## config.mk

```make
export PLATFORM = sky130hd
export DESIGN_NAME = sp_unit
export DESIGN_NICKNAME = d
export VERILOG_FILES = /design/src/rtl/sp_unit_pkg.sv /design/src/rtl/sp_ctrl.sv /design/src/rtl/sp_step.sv /design/src/rtl/sp_regs.sv /design/src/rtl/sp_unit.sv
export SDC_FILE = /design/constraint.sdc
export NUM_CORES = 1
export LEC_CHECK = 0
export BUFFER_PORTS_ARGS = -buffer_cell sky130_fd_sc_hd__buf_2
export CORE_MARGIN = 3
export CORE_UTILIZATION = 45
export CTS_CLUSTER_SIZE = 28
export DETAILED_ROUTE_END_ITERATION = 12
export HOLD_SLACK_MARGIN = 0.03
export PLACE_DENSITY = 0.85
export SLEW_MARGIN = 10
export SYNTH_ARGS = -nofsm -noshare
export SYNTH_HDL_FRONTEND = slang
export SYNTH_SLANG_ARGS = --single-unit
```

## constraint.sdc

```tcl
create_clock -name clk -period 7.75 [get_ports clk]
set_clock_uncertainty 0.1 [all_clocks]
set_input_delay 1.55 -clock clk [delete_from_list [all_inputs] [get_ports clk]]
set_output_delay 1.55 -clock clk [all_outputs]
set_load 0.01 [all_outputs]
```

## src/rtl/sp_unit_pkg.sv

```systemverilog
package sp_unit_pkg;

    typedef enum logic [0:0] {
        ST_IDLE     = 1'b0,
        ST_POP_WAIT = 1'b1
    } sp_state_e;

    typedef enum logic [1:0] {
        OP_NONE = 2'd0,
        OP_PUSH = 2'd1,
        OP_POP  = 2'd2
    } sp_op_e;

endpackage

```

## src/rtl/sp_ctrl.sv

```systemverilog
module sp_ctrl
    import sp_unit_pkg::*;
(
    input  logic   clk,
    input  logic   rst_n,
    input  logic   push_req,
    input  logic   pop_req,
    output sp_op_e op,
    output logic   busy,
    output logic   pop_valid
);

    sp_state_e state_q;
    sp_state_e state_d;

    // state register
    always_ff @(posedge clk or negedge rst_n) begin
        if (!rst_n) begin
            state_q <= ST_IDLE;
        end else begin
            state_q <= state_d;
        end
    end

    // outputs and next state
    always_comb begin
        state_d   = state_q;
        op        = OP_NONE;
        busy      = 1'b0;
        pop_valid = 1'b0;
        unique case (state_q)
            ST_IDLE: begin
                if (push_req) begin
                    op = OP_PUSH;
                end else if (pop_req) begin
                    op      = OP_POP;
                    state_d = ST_POP_WAIT;
                end
            end
            ST_POP_WAIT: begin
                busy      = 1'b1;
                pop_valid = 1'b1;
                state_d   = ST_IDLE;
            end
            default: begin
                state_d = ST_IDLE;
            end
        endcase
    end

endmodule

```

## src/rtl/sp_step.sv

```systemverilog
module sp_step
    import sp_unit_pkg::*;
#(
    parameter int BYTE_W = 8,
    localparam int PTR_W = 2 * BYTE_W
) (
    input  sp_op_e              op,
    input  logic                wide,
    input  logic [BYTE_W-1:0]   ptr_hi,
    input  logic [BYTE_W-1:0]   ptr_lo,
    output logic [PTR_W-1:0]    access_addr,
    output logic [PTR_W-1:0]    next_ptr,
    output logic [1:0]          byte_we
);

    logic [PTR_W-1:0]  full_ptr;
    logic [PTR_W-1:0]  full_dec;
    logic [PTR_W-1:0]  full_inc;
    logic [BYTE_W-1:0] lo_dec;
    logic [BYTE_W-1:0] lo_inc;

    assign full_ptr = {ptr_hi, ptr_lo};
    assign full_dec = full_ptr - {{(PTR_W-1){1'b0}}, 1'b1};
    assign full_inc = full_ptr + {{(PTR_W-1){1'b0}}, 1'b1};
    assign lo_dec   = ptr_lo - {{(BYTE_W-1){1'b0}}, 1'b1};
    assign lo_inc   = ptr_lo + {{(BYTE_W-1){1'b0}}, 1'b1};

    always_comb begin
        access_addr = '0;
        next_ptr    = full_ptr;
        byte_we     = 2'b00;
        unique case (op)
            OP_PUSH: begin
                if (wide) begin
                    next_ptr    = full_dec;
                    access_addr = full_dec;
                    byte_we     = 2'b11;
                end else begin
                    next_ptr    = {ptr_hi, lo_dec};
                    access_addr = {{BYTE_W{1'b0}}, lo_dec};
                    byte_we     = 2'b01;
                end
            end
            OP_POP: begin
                if (wide) begin
                    next_ptr    = full_inc;
                    access_addr = full_ptr;
                    byte_we     = 2'b11;
                end else begin
                    next_ptr    = {ptr_hi, lo_inc};
                    access_addr = {{BYTE_W{1'b0}}, ptr_lo};
                    byte_we     = 2'b01;
                end
            end
            default: begin
                byte_we = 2'b00;
            end
        endcase
    end

endmodule

```

## src/rtl/sp_regs.sv

```systemverilog
module sp_regs #(
    parameter int                BYTE_W     = 8,
    parameter int                CFG_AW     = 8,
    parameter int                MODE_BIT   = 6,
    parameter logic [CFG_AW-1:0] REG_SYS    = 8'h19,
    parameter logic [CFG_AW-1:0] REG_PTR_HI = 8'h1C,
    parameter logic [CFG_AW-1:0] REG_PTR_LO = 8'h1D,
    localparam int               PTR_W      = 2 * BYTE_W
) (
    input  logic              clk,
    input  logic              rst_n,
    input  logic              cfg_we,
    input  logic [CFG_AW-1:0] cfg_addr,
    input  logic [BYTE_W-1:0] cfg_wdata,
    input  logic [CFG_AW-1:0] rd_addr,
    output logic [BYTE_W-1:0] rd_data,
    input  logic [1:0]        stack_we,
    input  logic [PTR_W-1:0]  stack_ptr,
    output logic [BYTE_W-1:0] ptr_hi,
    output logic [BYTE_W-1:0] ptr_lo,
    output logic              wide
);

    logic [BYTE_W-1:0] sys_q;
    logic [BYTE_W-1:0] ptr_byte [2];

    always_ff @(posedge clk or negedge rst_n) begin
        if (!rst_n) begin
            sys_q <= '0;
        end else if (cfg_we && (cfg_addr == REG_SYS)) begin
            sys_q <= cfg_wdata;
        end
    end

    // index 0 is the low byte, index 1 the high byte
    for (genvar gi = 0; gi < 2; gi++) begin : g_ptr_byte
        localparam logic [CFG_AW-1:0] MY_ADDR = (gi == 0) ? REG_PTR_LO : REG_PTR_HI;
        always_ff @(posedge clk or negedge rst_n) begin
            if (!rst_n) begin
                ptr_byte[gi] <= '0;
            end else if (stack_we[gi]) begin
                ptr_byte[gi] <= stack_ptr[gi*BYTE_W +: BYTE_W];
            end else if (cfg_we && (cfg_addr == MY_ADDR)) begin
                ptr_byte[gi] <= cfg_wdata;
            end
        end
    end

    assign ptr_lo = ptr_byte[0];
    assign ptr_hi = ptr_byte[1];
    assign wide   = sys_q[MODE_BIT];

    always_comb begin
        if (rd_addr == REG_SYS) begin
            rd_data = sys_q;
        end else if (rd_addr == REG_PTR_HI) begin
            rd_data = ptr_byte[1];
        end else if (rd_addr == REG_PTR_LO) begin
            rd_data = ptr_byte[0];
        end else begin
            rd_data = '0;
        end
    end

endmodule

```

## src/rtl/sp_unit.sv

```systemverilog
module sp_unit
    import sp_unit_pkg::*;
#(
    parameter int                BYTE_W     = 8,
    parameter int                CFG_AW     = 8,
    parameter int                MODE_BIT   = 6,
    parameter logic [CFG_AW-1:0] REG_SYS    = 8'h19,
    parameter logic [CFG_AW-1:0] REG_PTR_HI = 8'h1C,
    parameter logic [CFG_AW-1:0] REG_PTR_LO = 8'h1D,
    localparam int               PTR_W      = 2 * BYTE_W
) (
    input  logic              clk,
    input  logic              rst_n,
    input  logic              cfg_we,
    input  logic [CFG_AW-1:0] cfg_addr,
    input  logic [BYTE_W-1:0] cfg_wdata,
    input  logic [CFG_AW-1:0] rd_addr,
    output logic [BYTE_W-1:0] rd_data,
    input  logic              push_req,
    input  logic [BYTE_W-1:0] push_data,
    input  logic              pop_req,
    output logic              busy,
    output logic [PTR_W-1:0]  mem_addr,
    output logic              mem_we,
    output logic              mem_re,
    output logic [BYTE_W-1:0] mem_wdata,
    input  logic [BYTE_W-1:0] mem_rdata,
    output logic              pop_valid,
    output logic [BYTE_W-1:0] pop_data
);

    sp_op_e            op;
    logic              wide_mode;
    logic [BYTE_W-1:0] ptr_hi;
    logic [BYTE_W-1:0] ptr_lo;
    logic [PTR_W-1:0]  next_ptr;
    logic [1:0]        byte_we;

    sp_ctrl u_ctrl (
        .clk       (clk),
        .rst_n     (rst_n),
        .push_req  (push_req),
        .pop_req   (pop_req),
        .op        (op),
        .busy      (busy),
        .pop_valid (pop_valid)
    );

    sp_step #(.BYTE_W(BYTE_W)) u_step (
        .op          (op),
        .wide        (wide_mode),
        .ptr_hi      (ptr_hi),
        .ptr_lo      (ptr_lo),
        .access_addr (mem_addr),
        .next_ptr    (next_ptr),
        .byte_we     (byte_we)
    );

    sp_regs #(
        .BYTE_W     (BYTE_W),
        .CFG_AW     (CFG_AW),
        .MODE_BIT   (MODE_BIT),
        .REG_SYS    (REG_SYS),
        .REG_PTR_HI (REG_PTR_HI),
        .REG_PTR_LO (REG_PTR_LO)
    ) u_regs (
        .clk       (clk),
        .rst_n     (rst_n),
        .cfg_we    (cfg_we),
        .cfg_addr  (cfg_addr),
        .cfg_wdata (cfg_wdata),
        .rd_addr   (rd_addr),
        .rd_data   (rd_data),
        .stack_we  (byte_we),
        .stack_ptr (next_ptr),
        .ptr_hi    (ptr_hi),
        .ptr_lo    (ptr_lo),
        .wide      (wide_mode)
    );

    assign mem_we    = (op == OP_PUSH);
    assign mem_re    = (op == OP_POP);
    assign mem_wdata = mem_we ? push_data : '0;
    assign pop_data  = pop_valid ? mem_rdata : '0;

endmodule

```

==> run summary <==
Adder-cell share of the synthesized area = 1.00%
TritonCTS Sinks = 25
FF/Latch Area = 626 sq um
Ratio of cells with drive above 1 in the final layout = 31.0%
Cell count after synthesis = 323
1st-pass router iterations = 5
Clock power share = 14.4%
Global-route wire length before repair = 12600 um
Max Root-Sink Buffers = 2
Routed WL per cell = 17.6 um
Final ANT Viol Nets = 0
Max-slew headroom = 49.6%
RD Place Congestion = 0.923
Min cycle time layout = 5.38 ns
Synth Area in XOR/XNOR = 3.15%
Cell variety after synth = 65
Most Frequent Cell on Critical Path = buf_2
Met3 GRT Util = 4.71%
Setup TNS Final = 0 ns
Ys Warns = 0
Multi-input logic area = 1700 sq um
Startpoint Class = input port
Max Clock Freq = 186 MHz
Die Span X = 80.6 um
Port-buffer cells = 88
Insertion delay to the later sink of the worst-skew pair = 0.28 ns
Max H-tree Level = 1
Nets = 432
Worst Hold Class = flop to flop
HPWL after DPL = 6080 um
CP endpoint kind = output pin
Main synth FF type = dfrtp_1
Initial Util = 47.8%
Site row count = 26
Leakage = 0.00133 uW
Resized Gates After CTS = 0
Vias in the first global route = 2583
Worst path cell trace = buf_2 -> nand2b_1 -> inv_1 -> nor2_1 -> nor3b_1 -> o21a_1 -> buf_2
Endpoints failing hold = 0
Pwr Density = 194 nW/um^2
Req. time, crit path = 6.10 ns
Mux cell area share after synthesis = 10.3%
Final setup fails = 0
GR Overflow Total = 0
Most frequent cells in the layout = buf_2, nand2_1, dfrtp_1
Area Overhead vs Synth = 17.4%
Worst vdd ir = 0.113 mV
Ys async rst share = 100%
Core ar. = 5240 sq um
Die height = 80.6 um
P_sw = 271 uW
Compound-cell area share of the yosys netlist = 22.4%
Unrepaired setup endpoints after global routing = no
Synth Area in Simple Gates = 31.1%
Outcome = completed
Post-synthesis sequential area ratio = 25.0%
Crit-path max FO = 22
Buffer count from post-CTS setup fixing = 0
Reg clk slew, reported paths = 0.09 ns
Largest stage delay, worst path = 0.55 ns
Synth Cell Area = 2500 sq um
FILL cells = 491
Hold-fix buffer count after cts = 0
# DRC = 0
Initial antenna violation count = 0
Max-slew violation count = 0
Slowest-stage cell, CP = nand2b_1
Die area = 6490 sq um
Post-synth EDFFs = 0
Combinational power share = 42.7%
Switching Share = 47.4%
CP Class = input port to output pin
Vias/cell = 6.07
Clock Tree Root = clkbuf_8
Largest net degree at the start of global routing = 26
WP data arrival = 3.73 ns
Final Core Density = 56.1%
Crit share post-route = 69.4%
Worst-Margin Slew = 0.756 ns
DR vias = 2755
Most common cell after layout, fill and taps aside = buf_2
CTS tree = done
Max cap viols = 0
# diodes = 0
Gr usage total = 24.5%
CTS buffer count = 3
Global routing usage on met1 = 32.8%
Synthesis-stage register bit count = 25
DR iter-0 viols = 255
Grt peak-use layer = met2
Internal power = 300 uW
Final wirelength = 7970 um
I/O Pins = 89
GR Util met2 = 40.2%
Seq pwr share = 42.9%
Largest family of logic cells by synthesized area = simple AND/OR/NAND/NOR gates
Syn nets = 370
Mean Syn Cell Area = 7.75 sq um
[cell usage after synthesis (3+ instances only)]
library cell,n,area share [%]
a22oi_1,10,3.0
o22ai_1,8,2.0
nand2_1,33,4.9
or3_1,9,2.2
nand3_1,12,2.4
nand4_1,5,1.2
nor2_1,23,3.4
inv_1,8,1.2
and4_1,3,1.0
nor4_1,3,0.75
a21oi_1,15,3.0
and3_1,5,1.2
dfrtp_1,25,25
xnor2_1,7,2.4
mux2i_1,9,3.6
mux2_2,15,6.7
nand2b_1,4,1.0
o21ai_0,21,4.2
nor3_1,4,0.80
buf_2,5,1.0
a21o_1,4,1.2
and2_1,16,4.0
clkbuf_1,21,3.1
[sequential cells by signal, indices dropped and copies added (netlist names)]
register / count
u_regs.ptr_lo: 8
u_ctrl.state_q: 1
u_regs.ptr_hi: 8
u_regs.sys_q: 8
[layout make-up]
cell class	count	area share [%]
Clock buffer	3	1.40
Clock inverter	1	0.170
Inverter	10	1.28
Multi-Input combinational cell	257	57.9
Sequential cell	25	21.3
Tap cell	70	2.98
Timing Repair Buffer	88	15.0
[cell families after synthesis]
kind of cell | after synthesis
AOI/OAI and AO/OA | 84
xor gates and xnor gates | 9
adders and majority gates | 2
buffers and inverters | 41
DFF | 25
muxes | 24
and+or+nand+nor | 138
[power groups by stage]
stage / Clock, uW / Sequential, uW / Combinational, uW
2_1_floorplan: 0 / 178 / 222
3_3_place_gp: 0 / 243 / 237
3_5_place_dp: 0 / 245 / 240
4_1_cts: 81.6 / 242 / 242
5_1_grt: 89.4 / 251 / 268
6_report: 82.3 / 245 / 244
[metrics by stage]
stage / hold slack (ns) / cells / total power [uW] / setup slack [ns] / area (sq um)
finish: 0.415 / 454 / 571 / 2.37 / 2940
global route: 0.431 / 454 / 609 / 2.18 / 2940
CTS: 0.415 / 454 / 565 / 2.46 / 2940
detailed placement: 0.393 / 450 / 485 / 2.46 / 2890
global placement: 0.386 / 450 / 480 / 2.52 / 2890
floorplan: 0.377 / 323 / 400 / 3.05 / 2500
[critical path: cells and delay by family]
family | cells | cell delay [ns]
AO/OA/AOI/OAI | 1 | 0.20
buffers and inverters | 3 | 0.79
AND/OR/NAND/NOR | 3 | 1.17
[metal layers]
metal / share of wire (%) / vias up
li1: - / 1304
met5: 0 / -
met3: 7.3 / 10
met2: 49 / 128
met1: 42 / 1313
met4: 1.3 / 0
[worst paths after layout]
check / from / to / slack, ns / cells past startpoint
min in group asynchronous: rst_n / u_regs.ptr_hi[7] / 1.17 / 1
max: push_req / mem_addr[11] / 2.37 / 7
max reg2reg: u_ctrl.state_q / u_regs.ptr_lo[6] / 4.63 / 6
min reg2reg: u_regs.sys_q[7] / u_regs.sys_q[7] / 0.42 / 1
min: u_regs.sys_q[7] / u_regs.sys_q[7] / 0.42 / 1
max in group asynchronous: rst_n / u_regs.ptr_lo[7] / 5.97 / 1
No activity file was read; power rests on OpenSTA's default activity.
